$ cat src/rtl/pfx_pkg.sv
package pfx_pkg;

  // Run direction of a tracked stream.
  typedef enum logic {
    DIR_UP = 1'b0,
    DIR_DN = 1'b1
  } dir_e;

endpackage

$ cat src/rtl/pfx_lru.sv
// Age-based least-recently-used tracker. Ages form a permutation of
// 0..N-1; the touched slot becomes 0 and younger slots age by one.
module pfx_lru #(
  parameter int N = 8
) (
  input  logic                 clk,
  input  logic                 rst,
  input  logic                 touch,
  input  logic [$clog2(N)-1:0] touch_idx,
  input  logic [N-1:0]         slot_valid,
  output logic [$clog2(N)-1:0] victim
);
  localparam int IW = $clog2(N);

  logic [IW-1:0] age_q [N];

  always_ff @(posedge clk) begin
    if (rst) begin
      for (int i = 0; i < N; i++) age_q[i] <= IW'(i);
    end else if (touch) begin
      for (int i = 0; i < N; i++) begin
        if (IW'(i) == touch_idx)           age_q[i] <= '0;
        else if (age_q[i] < age_q[touch_idx]) age_q[i] <= age_q[i] + IW'(1);
      end
    end
  end

  // Free slot first (lowest index), otherwise the oldest one.
  always_comb begin
    logic found;
    found  = 1'b0;
    victim = '0;
    for (int i = 0; i < N; i++) begin
      if (!slot_valid[i] && !found) begin
        victim = IW'(i);
        found  = 1'b1;
      end
    end
    if (!found) begin
      for (int i = 0; i < N; i++) begin
        if (age_q[i] == IW'(N - 1)) victim = IW'(i);
      end
    end
  end

endmodule

$ cat src/rtl/pfx_arb.sv
// Fixed-priority pick of one requesting slot, lowest index wins.
module pfx_arb #(
  parameter int N = 8
) (
  input  logic [N-1:0] req,
  output logic [N-1:0] grant
);
  always_comb begin
    logic taken;
    taken = 1'b0;
    for (int i = 0; i < N; i++) begin
      grant[i] = req[i] & ~taken;
      taken    = taken | req[i];
    end
  end
endmodule

$ cat src/rtl/pfx_entry.sv
// One stream slot: page tag, last missed line, direction, confidence and
// prefetch pointer, plus its training and retire rules.
module pfx_entry
  import pfx_pkg::*;
#(
  parameter int PAGE_W  = 20,
  parameter int OFF_W   = 6,
  parameter int ARM_CNT = 2,
  parameter int DIST    = 2
) (
  input  logic              clk,
  input  logic              rst,
  input  logic              miss_valid,
  input  logic [PAGE_W-1:0] miss_page,
  input  logic [OFF_W-1:0]  miss_off,
  input  logic              alloc,
  input  logic              issue,
  output logic              match,
  output logic              want,
  output logic              slot_valid,
  output logic [PAGE_W-1:0] slot_page,
  output logic [OFF_W-1:0]  slot_pf
);
  localparam int SW = OFF_W + 2;
  localparam int CW = $clog2(ARM_CNT + 1);
  localparam logic [CW-1:0]        ARM_C  = CW'(ARM_CNT);
  localparam logic signed [SW-1:0] ONE_S  = SW'(1);
  localparam logic signed [SW-1:0] ZERO_S = '0;
  localparam logic signed [SW-1:0] DIST_S = SW'(DIST);
  localparam logic signed [SW-1:0] LAST_S = SW'((1 << OFF_W) - 1);

  logic                     v_q, v_n;
  logic [PAGE_W-1:0]        page_q, page_n;
  logic [OFF_W-1:0]         last_q, last_n;
  dir_e                     dir_q, dir_n, nd;
  logic [CW-1:0]            conf_q, conf_n;
  logic signed [SW-1:0]     pf_q, pf_n, pf_a;
  logic signed [SW-1:0]     last_s, miss_s, step_cur;
  logic                     armed, up_adj, dn_adj;

  assign last_s   = $signed({2'b00, last_q});
  assign miss_s   = $signed({2'b00, miss_off});
  assign armed    = (conf_q == ARM_C);
  assign step_cur = (dir_q == DIR_DN) ? -ONE_S : ONE_S;
  assign match    = miss_valid && v_q && (page_q == miss_page);
  assign up_adj   = (miss_s == last_s + ONE_S);
  assign dn_adj   = (miss_s == last_s - ONE_S);
  assign nd       = dn_adj ? DIR_DN : DIR_UP;

  assign want = v_q && armed &&
                ((dir_q == DIR_UP) ? (pf_q <= last_s + DIST_S)
                                   : (pf_q >= last_s - DIST_S));

  assign slot_valid = v_q;
  assign slot_page  = page_q;
  assign slot_pf    = pf_q[OFF_W-1:0];

  always_comb begin
    v_n    = v_q;
    page_n = page_q;
    last_n = last_q;
    dir_n  = dir_q;
    conf_n = conf_q;
    pf_a   = issue ? (pf_q + step_cur) : pf_q;
    pf_n   = pf_a;
    if (alloc) begin
      v_n    = 1'b1;
      page_n = miss_page;
      last_n = miss_off;
      dir_n  = DIR_UP;
      conf_n = '0;
    end else if (match) begin
      last_n = miss_off;
      if (up_adj || dn_adj) begin
        if (conf_q == '0 || nd == dir_q) begin
          dir_n = nd;
          if (armed) begin
            // Keep the pointer at least one line past the demand miss.
            if (nd == DIR_UP) pf_n = (pf_a > miss_s) ? pf_a : miss_s + ONE_S;
            else              pf_n = (pf_a < miss_s) ? pf_a : miss_s - ONE_S;
          end else begin
            conf_n = conf_q + CW'(1);
            if (conf_n == ARM_C)
              pf_n = (nd == DIR_UP) ? miss_s + ONE_S : miss_s - ONE_S;
          end
        end else begin
          conf_n = '0;
        end
      end else begin
        conf_n = '0;
      end
    end
    // Pointer leaving the page frees the slot.
    if (v_n && conf_n == ARM_C && (pf_n < ZERO_S || pf_n > LAST_S)) v_n = 1'b0;
  end

  always_ff @(posedge clk) begin
    if (rst) begin
      v_q    <= 1'b0;
      page_q <= '0;
      last_q <= '0;
      dir_q  <= DIR_UP;
      conf_q <= '0;
      pf_q   <= '0;
    end else begin
      v_q    <= v_n;
      page_q <= page_n;
      last_q <= last_n;
      dir_q  <= dir_n;
      conf_q <= conf_n;
      pf_q   <= pf_n;
    end
  end

  AST_PF_IN_PAGE: assert property (@(posedge clk) disable iff (rst)
    (v_q && armed) |-> (pf_q >= ZERO_S && pf_q <= LAST_S));

  AST_LEAD_UP: assert property (@(posedge clk) disable iff (rst)
    (v_q && armed && dir_q == DIR_UP) |-> (pf_q > last_s && pf_q <= last_s + DIST_S + ONE_S));

  AST_LEAD_DN: assert property (@(posedge clk) disable iff (rst)
    (v_q && armed && dir_q == DIR_DN) |-> (pf_q < last_s && pf_q >= last_s - DIST_S - ONE_S));

endmodule

$ cat src/rtl/pfx_stream_engine.sv
module pfx_stream_engine #(
  parameter int LINE_W     = 26,
  parameter int PAGE_BYTES = 4096,
  parameter int LINE_BYTES = 64,
  parameter int ENTRIES    = 8,
  parameter int ARM_CNT    = 2,
  parameter int DIST       = 2
) (
  input  logic              clk,
  input  logic              rst,
  input  logic              miss_valid,
  input  logic [LINE_W-1:0] miss_line,
  input  logic              pf_ready,
  output logic              pf_valid,
  output logic [LINE_W-1:0] pf_line
);
  localparam int OFF_W  = $clog2(PAGE_BYTES / LINE_BYTES);
  localparam int PAGE_W = LINE_W - OFF_W;
  localparam int IW     = $clog2(ENTRIES);

  logic [PAGE_W-1:0] miss_page;
  logic [OFF_W-1:0]  miss_off;
  assign miss_page = miss_line[LINE_W-1:OFF_W];
  assign miss_off  = miss_line[OFF_W-1:0];

  logic [ENTRIES-1:0] match_v, want_v, valid_v, alloc_v, issue_v, grant_v;
  logic [PAGE_W-1:0]  page_a [ENTRIES];
  logic [OFF_W-1:0]   pfo_a  [ENTRIES];
  logic [IW-1:0]      victim, hit_idx, touch_idx;
  logic               hit, load;
  logic               pf_valid_q;
  logic [LINE_W-1:0]  pf_line_q, sel_line;

  assign hit  = |match_v;
  assign load = !pf_valid_q || pf_ready;

  for (genvar g = 0; g < ENTRIES; g++) begin : g_slot
    assign alloc_v[g] = miss_valid && !hit && (victim == IW'(g));
    assign issue_v[g] = load && grant_v[g];
    pfx_entry #(
      .PAGE_W (PAGE_W),
      .OFF_W  (OFF_W),
      .ARM_CNT(ARM_CNT),
      .DIST   (DIST)
    ) i_entry (
      .clk       (clk),
      .rst       (rst),
      .miss_valid(miss_valid),
      .miss_page (miss_page),
      .miss_off  (miss_off),
      .alloc     (alloc_v[g]),
      .issue     (issue_v[g]),
      .match     (match_v[g]),
      .want      (want_v[g]),
      .slot_valid(valid_v[g]),
      .slot_page (page_a[g]),
      .slot_pf   (pfo_a[g])
    );
  end

  always_comb begin
    hit_idx  = '0;
    sel_line = '0;
    for (int i = 0; i < ENTRIES; i++) begin
      if (match_v[i]) hit_idx  = IW'(i);
      if (grant_v[i]) sel_line = {page_a[i], pfo_a[i]};
    end
  end

  assign touch_idx = hit ? hit_idx : victim;

  pfx_lru #(.N(ENTRIES)) i_lru (
    .clk       (clk),
    .rst       (rst),
    .touch     (miss_valid),
    .touch_idx (touch_idx),
    .slot_valid(valid_v),
    .victim    (victim)
  );

  pfx_arb #(.N(ENTRIES)) i_arb (
    .req  (want_v),
    .grant(grant_v)
  );

  always_ff @(posedge clk) begin
    if (rst) begin
      pf_valid_q <= 1'b0;
      pf_line_q  <= '0;
    end else if (load) begin
      pf_valid_q <= |want_v;
      pf_line_q  <= sel_line;
    end
  end

  assign pf_valid = pf_valid_q;
  assign pf_line  = pf_line_q;

  AST_HOLD_STALL: assert property (@(posedge clk) disable iff (rst)
    (pf_valid && !pf_ready) |=> (pf_valid && $stable(pf_line)));

  AST_ONE_OWNER: assert property (@(posedge clk) disable iff (rst)
    $onehot0(match_v));

  AST_ONE_GRANT: assert property (@(posedge clk) disable iff (rst)
    $onehot0(issue_v));

  AST_RESET_IDLE: assert property (@(posedge clk)
    rst |=> (!pf_valid && valid_v == '0));

endmodule

$ cat config.mk
export PLATFORM = sky130hd
export DESIGN_NAME = pfx_stream_engine
export DESIGN_NICKNAME = d
export VERILOG_FILES = /design/src/rtl/pfx_pkg.sv /design/src/rtl/pfx_lru.sv /design/src/rtl/pfx_arb.sv /design/src/rtl/pfx_entry.sv /design/src/rtl/pfx_stream_engine.sv
export SDC_FILE = /design/constraint.sdc
export NUM_CORES = 2
export LEC_CHECK = 0
export BUFFER_PORTS_ARGS = -buffer_cell sky130_fd_sc_hd__buf_2
export CAP_MARGIN = 20
export CORE_AREA = 8 8 411 212
export CTS_CLUSTER_SIZE = 14
export DETAILED_ROUTE_END_ITERATION = 7
export DIE_AREA = 0 0 419 220
export MAX_ROUTING_LAYER = met4
export PLACE_DENSITY = 0.66
export REMOVE_ABC_BUFFERS = 1
export SETUP_SLACK_MARGIN = 0.4
export SLEW_MARGIN = 5
export SYNTH_ARGS = -nofsm -noshare
export SYNTH_HDL_FRONTEND = slang
export SYNTH_HIERARCHICAL = 1
export SYNTH_SLANG_ARGS = --single-unit
$ cat constraint.sdc
create_clock -name clk -period 17.12 [get_ports clk]
set_input_delay 3.424 -clock clk [delete_from_list [all_inputs] [get_ports clk]]
set_output_delay 3.424 -clock clk [all_outputs]
set_load 0.1 [all_outputs]
* Word level (Yosys, flattened, before mapping) *
Memories as Yosys holds them, arrays and structs flattened.
Cells that the tools add are included.

word-level totals
  latch bits = 0
  memories = 1
  input port bits = 30
  bits in read-only memories = 0
  word-level logic and storage cells = 741
  bits in writable memories = 24
  output and inout port bits = 27
  bits in registers = 331

memory list
  name         depth  width  rd ports  clocked after memory_dff  write ports  line           RTL
  i_lru.age_q  8      3      9         0                         8            pfx_lru.sv:15  logic [IW-1:0] age_q [N];

operators by class
  shift-type cells = 0
  bitwise logic cells = 36
  add/sub/neg operators = 58
  $mul = 0
  muxes and demuxes = 306
  reduce and logical (&&, ||, !) cells = 156
  equal/unequal tests = 78
  order comparisons = 56
  divide/modulo/power cells = 0

operator list
  kind                                                        count
  2-to-1 mux 8 bit                                            96
  2-to-1 mux 26 bit                                           8
  equality test 20 bit                                        8
  equality test 7 x 8 -> 1 bit                                16
  2-to-1 mux 1 bit                                            108
  2-to-1 mux 3 bit                                            36
  2-to-1 mux 6 bit                                            16
  2-to-1 mux 2 bit                                            42
  logical AND 1 bit                                           72
  adder 8 bit                                                 8
  greater-or-equal comparator 8 bit                           8
  > comparator 8 x 7 -> 1 bit                                 8
  > comparator 8 x 7 -> 1 bit, second input constant          8
  less-or-equal comparator 8 bit                              8
  less-than comparator 8 x 1 -> 1 bit, second input constant  8
  less-than comparator 8 x 7 -> 1 bit                         8
  adder 6 x 1 -> 7 bit, second input constant                 9
  subtractor 6 x 1 -> 7 bit, second input constant            9
  adder 6 x 2 -> 7 bit, second input constant                 8
  subtractor 6 x 2 -> 7 bit, second input constant            8
  equality test 2 bit, second input constant                  24
  equality test 3 bit, second input constant                  12
  OR reduction 2 bit                                          16
  logical OR 1 bit                                            25
  other kinds (18)                                            121

* Depth between registers and ports, before layout *
An unclocked memory read counts as a cell.

  depth after elaboration = 39
  mapped depth = 31
  gate-level depth less buffers = 28

* Cells and area by module *
Netlist, hierarchy kept.

modules (own cells, without submodules)
  module                              area an instance (µm²)  seq. area each (µm²)  times used  cells each
  pfx_entry at g_slot[1].i_entry ...  3972.6                  760.7                 6           469
  pfx_entry at g_slot[0].i_entry      3916.3                  760.7                 1           452
  pfx_entry at g_slot[4].i_entry      3641.0                  760.7                 1           452
  pfx_stream_engine                   2667.6                  540.5                 1           357
  pfx_lru                             2168.3                  720.7                 1           212
  pfx_arb                             83.8                    0.0                   1           11

* Worst setup path after synthesis *
OpenSTA, ideal clock, no wires.

  path type = input -> register
  from = input miss_line[15]
  to = memory i_lru/age_q[2][0] (netlist bit), enable pin
  stages = 13
  path slack = 9464 ps
  data required time = 16743 ps
  data arrival time = 7279 ps
  path buffers = 2
  library setup time = 377 ps
  path through = xor2_1 > or4_1 > nor4_4 > or4_1 > nor2_1 > a2111o_1 > buf_4 > clkbuf_1 > mux4_2 > mux2i_1 > ha_1 > or4_1 > o311ai_0

RTL lines
  item         line                     RTL
  from (decl)  pfx_stream_engine.sv:12  input logic [LINE_W-1:0] miss_line,
  to (decl)    pfx_lru.sv:15

==> results.yml <==
run_status:
  status: "finished clean"
routing:
  drt_first_iter_violations: 5411
  vias_per_cell: 6.510
  ant_nets: 0
  wl_per_cell_um: 25.40
  routed_wl_um: 134200
  drt-pass1-iter-count: 6
  drc_errors: 0
  vias: 34380
logic_synthesis:
  synth-edff-count: 24
  synth_area_per_cell_um2: 8.449
  ys.flop_type: "dfxtp_1"
  ys_types: 128
  yosys_warnings: 6
  async_reset_ff_share_pct: 0
  synthCells: 4298
  syn_area_um2: 36310
  synth.ff_latch_count: 355
  yosysSeqAreaShare_pct: 20.23
grt:
  track_usage_pct: 28.60
  met2_usage_pct: 31.58
  gr-total-overflow: 0
  antenna_found_initial: 7
  use_met1_pct: 45.88
  grt_pass1_vias: 30310
  grt_max_degree: 97
  grt_pass1_wl_um: 199500
  top_usage_layer: "met1"
  grtUsageMet3_pct: 11.01
worst_hold_path:
  min_path_type: "flop to flop"
cells_and_area:
  drive_above_1_share_pct: 10.18
  final_nets: 4495
  register_area_um2: 7347
  mostFrequentLayoutCells: "nor2_1, dfxtp_1, ha_1, mux2i_1, xor2_1"
  fillers: 7825
  final_common_cell: "nor2_1"
  syn2layout_area_growth_pct: 4.414
  finish.utilization_pct: 46.80
  multi_input_area_um2: 26540
worst_setup_path:
  cp.arrival_ps: 8990
  crit_type: "primary input to flop"
  cp-end-kind: "flop"
  crit_fanout: 20
  start_kind: "primary input"
  critical_path_required_ps: 17320
timing:
  slew_viol_final: 0
  setup_viol: 0
  min_period_ps: 8792
  relSlewSlack_pct: 30.24
  finalHoldViolCount: 0
  fmax_mhz: 113.7
  skew_ps: 48.94
  worst-slew-pin-transition_ps: 1042
  fin_setup_tns_ps: 0
  rsz0062_at_grt: "no"
  period_share_pct: 51.36
power_and_ir_drop:
  p_leak_nw: 14.64
  ir_worst_vdd_uv: 58.84
  pwr_density_cell_nw_per_um2: 61.37
die:
  die_h_um: 220
  initial_core_util_pct: 44.82
  core-area_um2: 81020
  fp.dieW_um: 419
  std_cell_rows: 74
  ios: 57
  die-area_um2: 92180
clocking:
  post_cts_resized: 0
  cts.sinks: 355
  clk_pin_slew_ps: 60
  clk_latency_ps: 610
  post_cts_buffers: 0
  hold_buffers: 0
  root_buffer: "clkbuf_16"
  clock_path_buffers: 3
  h-tree-depth: 2
  cts_made_buffers: 38
  cts_tree: "built"
placed_design:
  hpwl_um: 101200
  portBuffers: 56
  place_congestion: 1.036
job:
  cap_violations: 0
[layer usage]
layer	up-vias	share of wire, %
met3	153	17
li1	15630	-
met1	16370	49
met5	-	0
met2	2222	33
met4	0	1.7
[synthesized netlist by cell type, types with 29 or more instances]
master	instances	area share [%]
or3_1	52	0.90
buf_6	30	0.93
or4_1	36	0.74
a211oi_1	53	1.1
buf_4	72	1.5
buf_2	38	0.52
a31oi_1	63	1.1
and3_1	39	0.67
nor4_1	44	0.76
and2_1	38	0.65
nor3_1	110	1.5
dfxtp_1	331	18
o211ai_1	60	1.2
nor2b_1	63	1.1
o22ai_1	52	0.90
xor2_1	199	4.8
a221oi_1	79	1.9
xnor2_1	156	3.8
nand2b_1	102	1.8
inv_1	192	2.0
nand2_1	161	1.7
nand3_1	144	2.0
ha_1	312	11
o21ai_0	150	2.1
a21oi_1	190	2.6
clkbuf_1	120	1.2
nand4_1	37	0.64
a21o_1	77	1.6
mux2i_1	219	6.0
nor2_1	424	4.4
nor3b_1	29	0.60
[state kept, by name (all words and copies together), names as in the netlist]
| name | count |
|---|---|
| g_slot.i_entry/slot_valid | 8 |
| g_slot.i_entry/conf_q | 16 |
| g_slot.i_entry/last_q | 48 |
| g_slot.i_entry/slot_page | 160 |
| i_lru/age_q | 24 |
| pf_line | 26 |
| g_slot.i_entry/dir_q | 8 |
| g_slot.i_entry/pf_q | 64 |
| pf_valid | 1 |
[path summary, 6_finish.rpt]
kind / from / endpoint / slack (ps) / depth (start not counted)
worst min register to register: pf_line[0] / pf_line[0] / 490 / 2
worst max-delay path: miss_line[14] / i_lru/age_q[2][0] / 8330 / 15
worst min-delay path: pf_line[0] / pf_line[0] / 490 / 2
worst max register to register: g_slot[3].i_entry/last_q[2] / g_slot[4].i_entry/pf_q[2] / 8900 / 26
[critical path, stage by stage]
cell	delay (ps)
buf_2	380
xor2_1	150
nor4_1	450
nand4_1	250
nor4_2	810
or4_1	250
nor2_1	70
a2111o_1	750
mux4_2	400
mux2i_1	760
ha_1	380
o21ai_0	370
nor2b_1	180
o21ai_0	70
o311ai_0	270
[logic make-up (layout without fill, tap and decap cells)]
| logic type | after synthesis | count (layout) | share of synthesized area [%] |
|---|---|---|---|
| compound gates | 1121 | 1121 | 23.71 |
| fa+ha+maj | 320 | 320 | 11.19 |
| other cells | 0 | 5 | 0 |
| mux | 246 | 246 | 7.046 |
| flops | 355 | 355 | 20.23 |
| xor+xnor | 379 | 379 | 9.669 |
| simple gates | 1393 | 1393 | 21.19 |
| buf+inv | 484 | 360 | 6.957 |
[area by class of cell]
type,instances,share of cell area [%]
Multi-Input combinational cell,3459,70.00
Sequential cell,355,19.38
Tap cell,1102,3.637
Clock buffer,57,2.963
Inverter,198,1.960
Timing Repair Buffer,93,1.531
Clock inverter,12,0.4983
Antenna cell,5,0.03300
[power breakdown]
| part | leakage [nW] | internal, mW | total, mW | switching, mW |
|---|---|---|---|---|
| combinational | 11.1 | 0.179 | 0.483 | 0.305 |
| sequential | 2.90 | 0.869 | 0.927 | 0.0580 |
| clock | 0.641 | 0.518 | 0.917 | 0.399 |
[metrics by stage]
stage          std cells  setup slack, ps  hold WS [ps]  power [mW]  cell area, um^2
2_1_floorplan       4012             8548         495.1       1.238            34530
3_3_place_gp        5206             8157         486.5       1.401            36580
3_5_place_dp        5206             8054         488.5       1.407            36580
4_1_cts             5275             8645         496.9       2.314            37900
5_1_grt             5279             8088         525.3       2.408            37910
6_report            5281             8328         492.9       2.327            37920
Power figures use the tool's default switching activity.
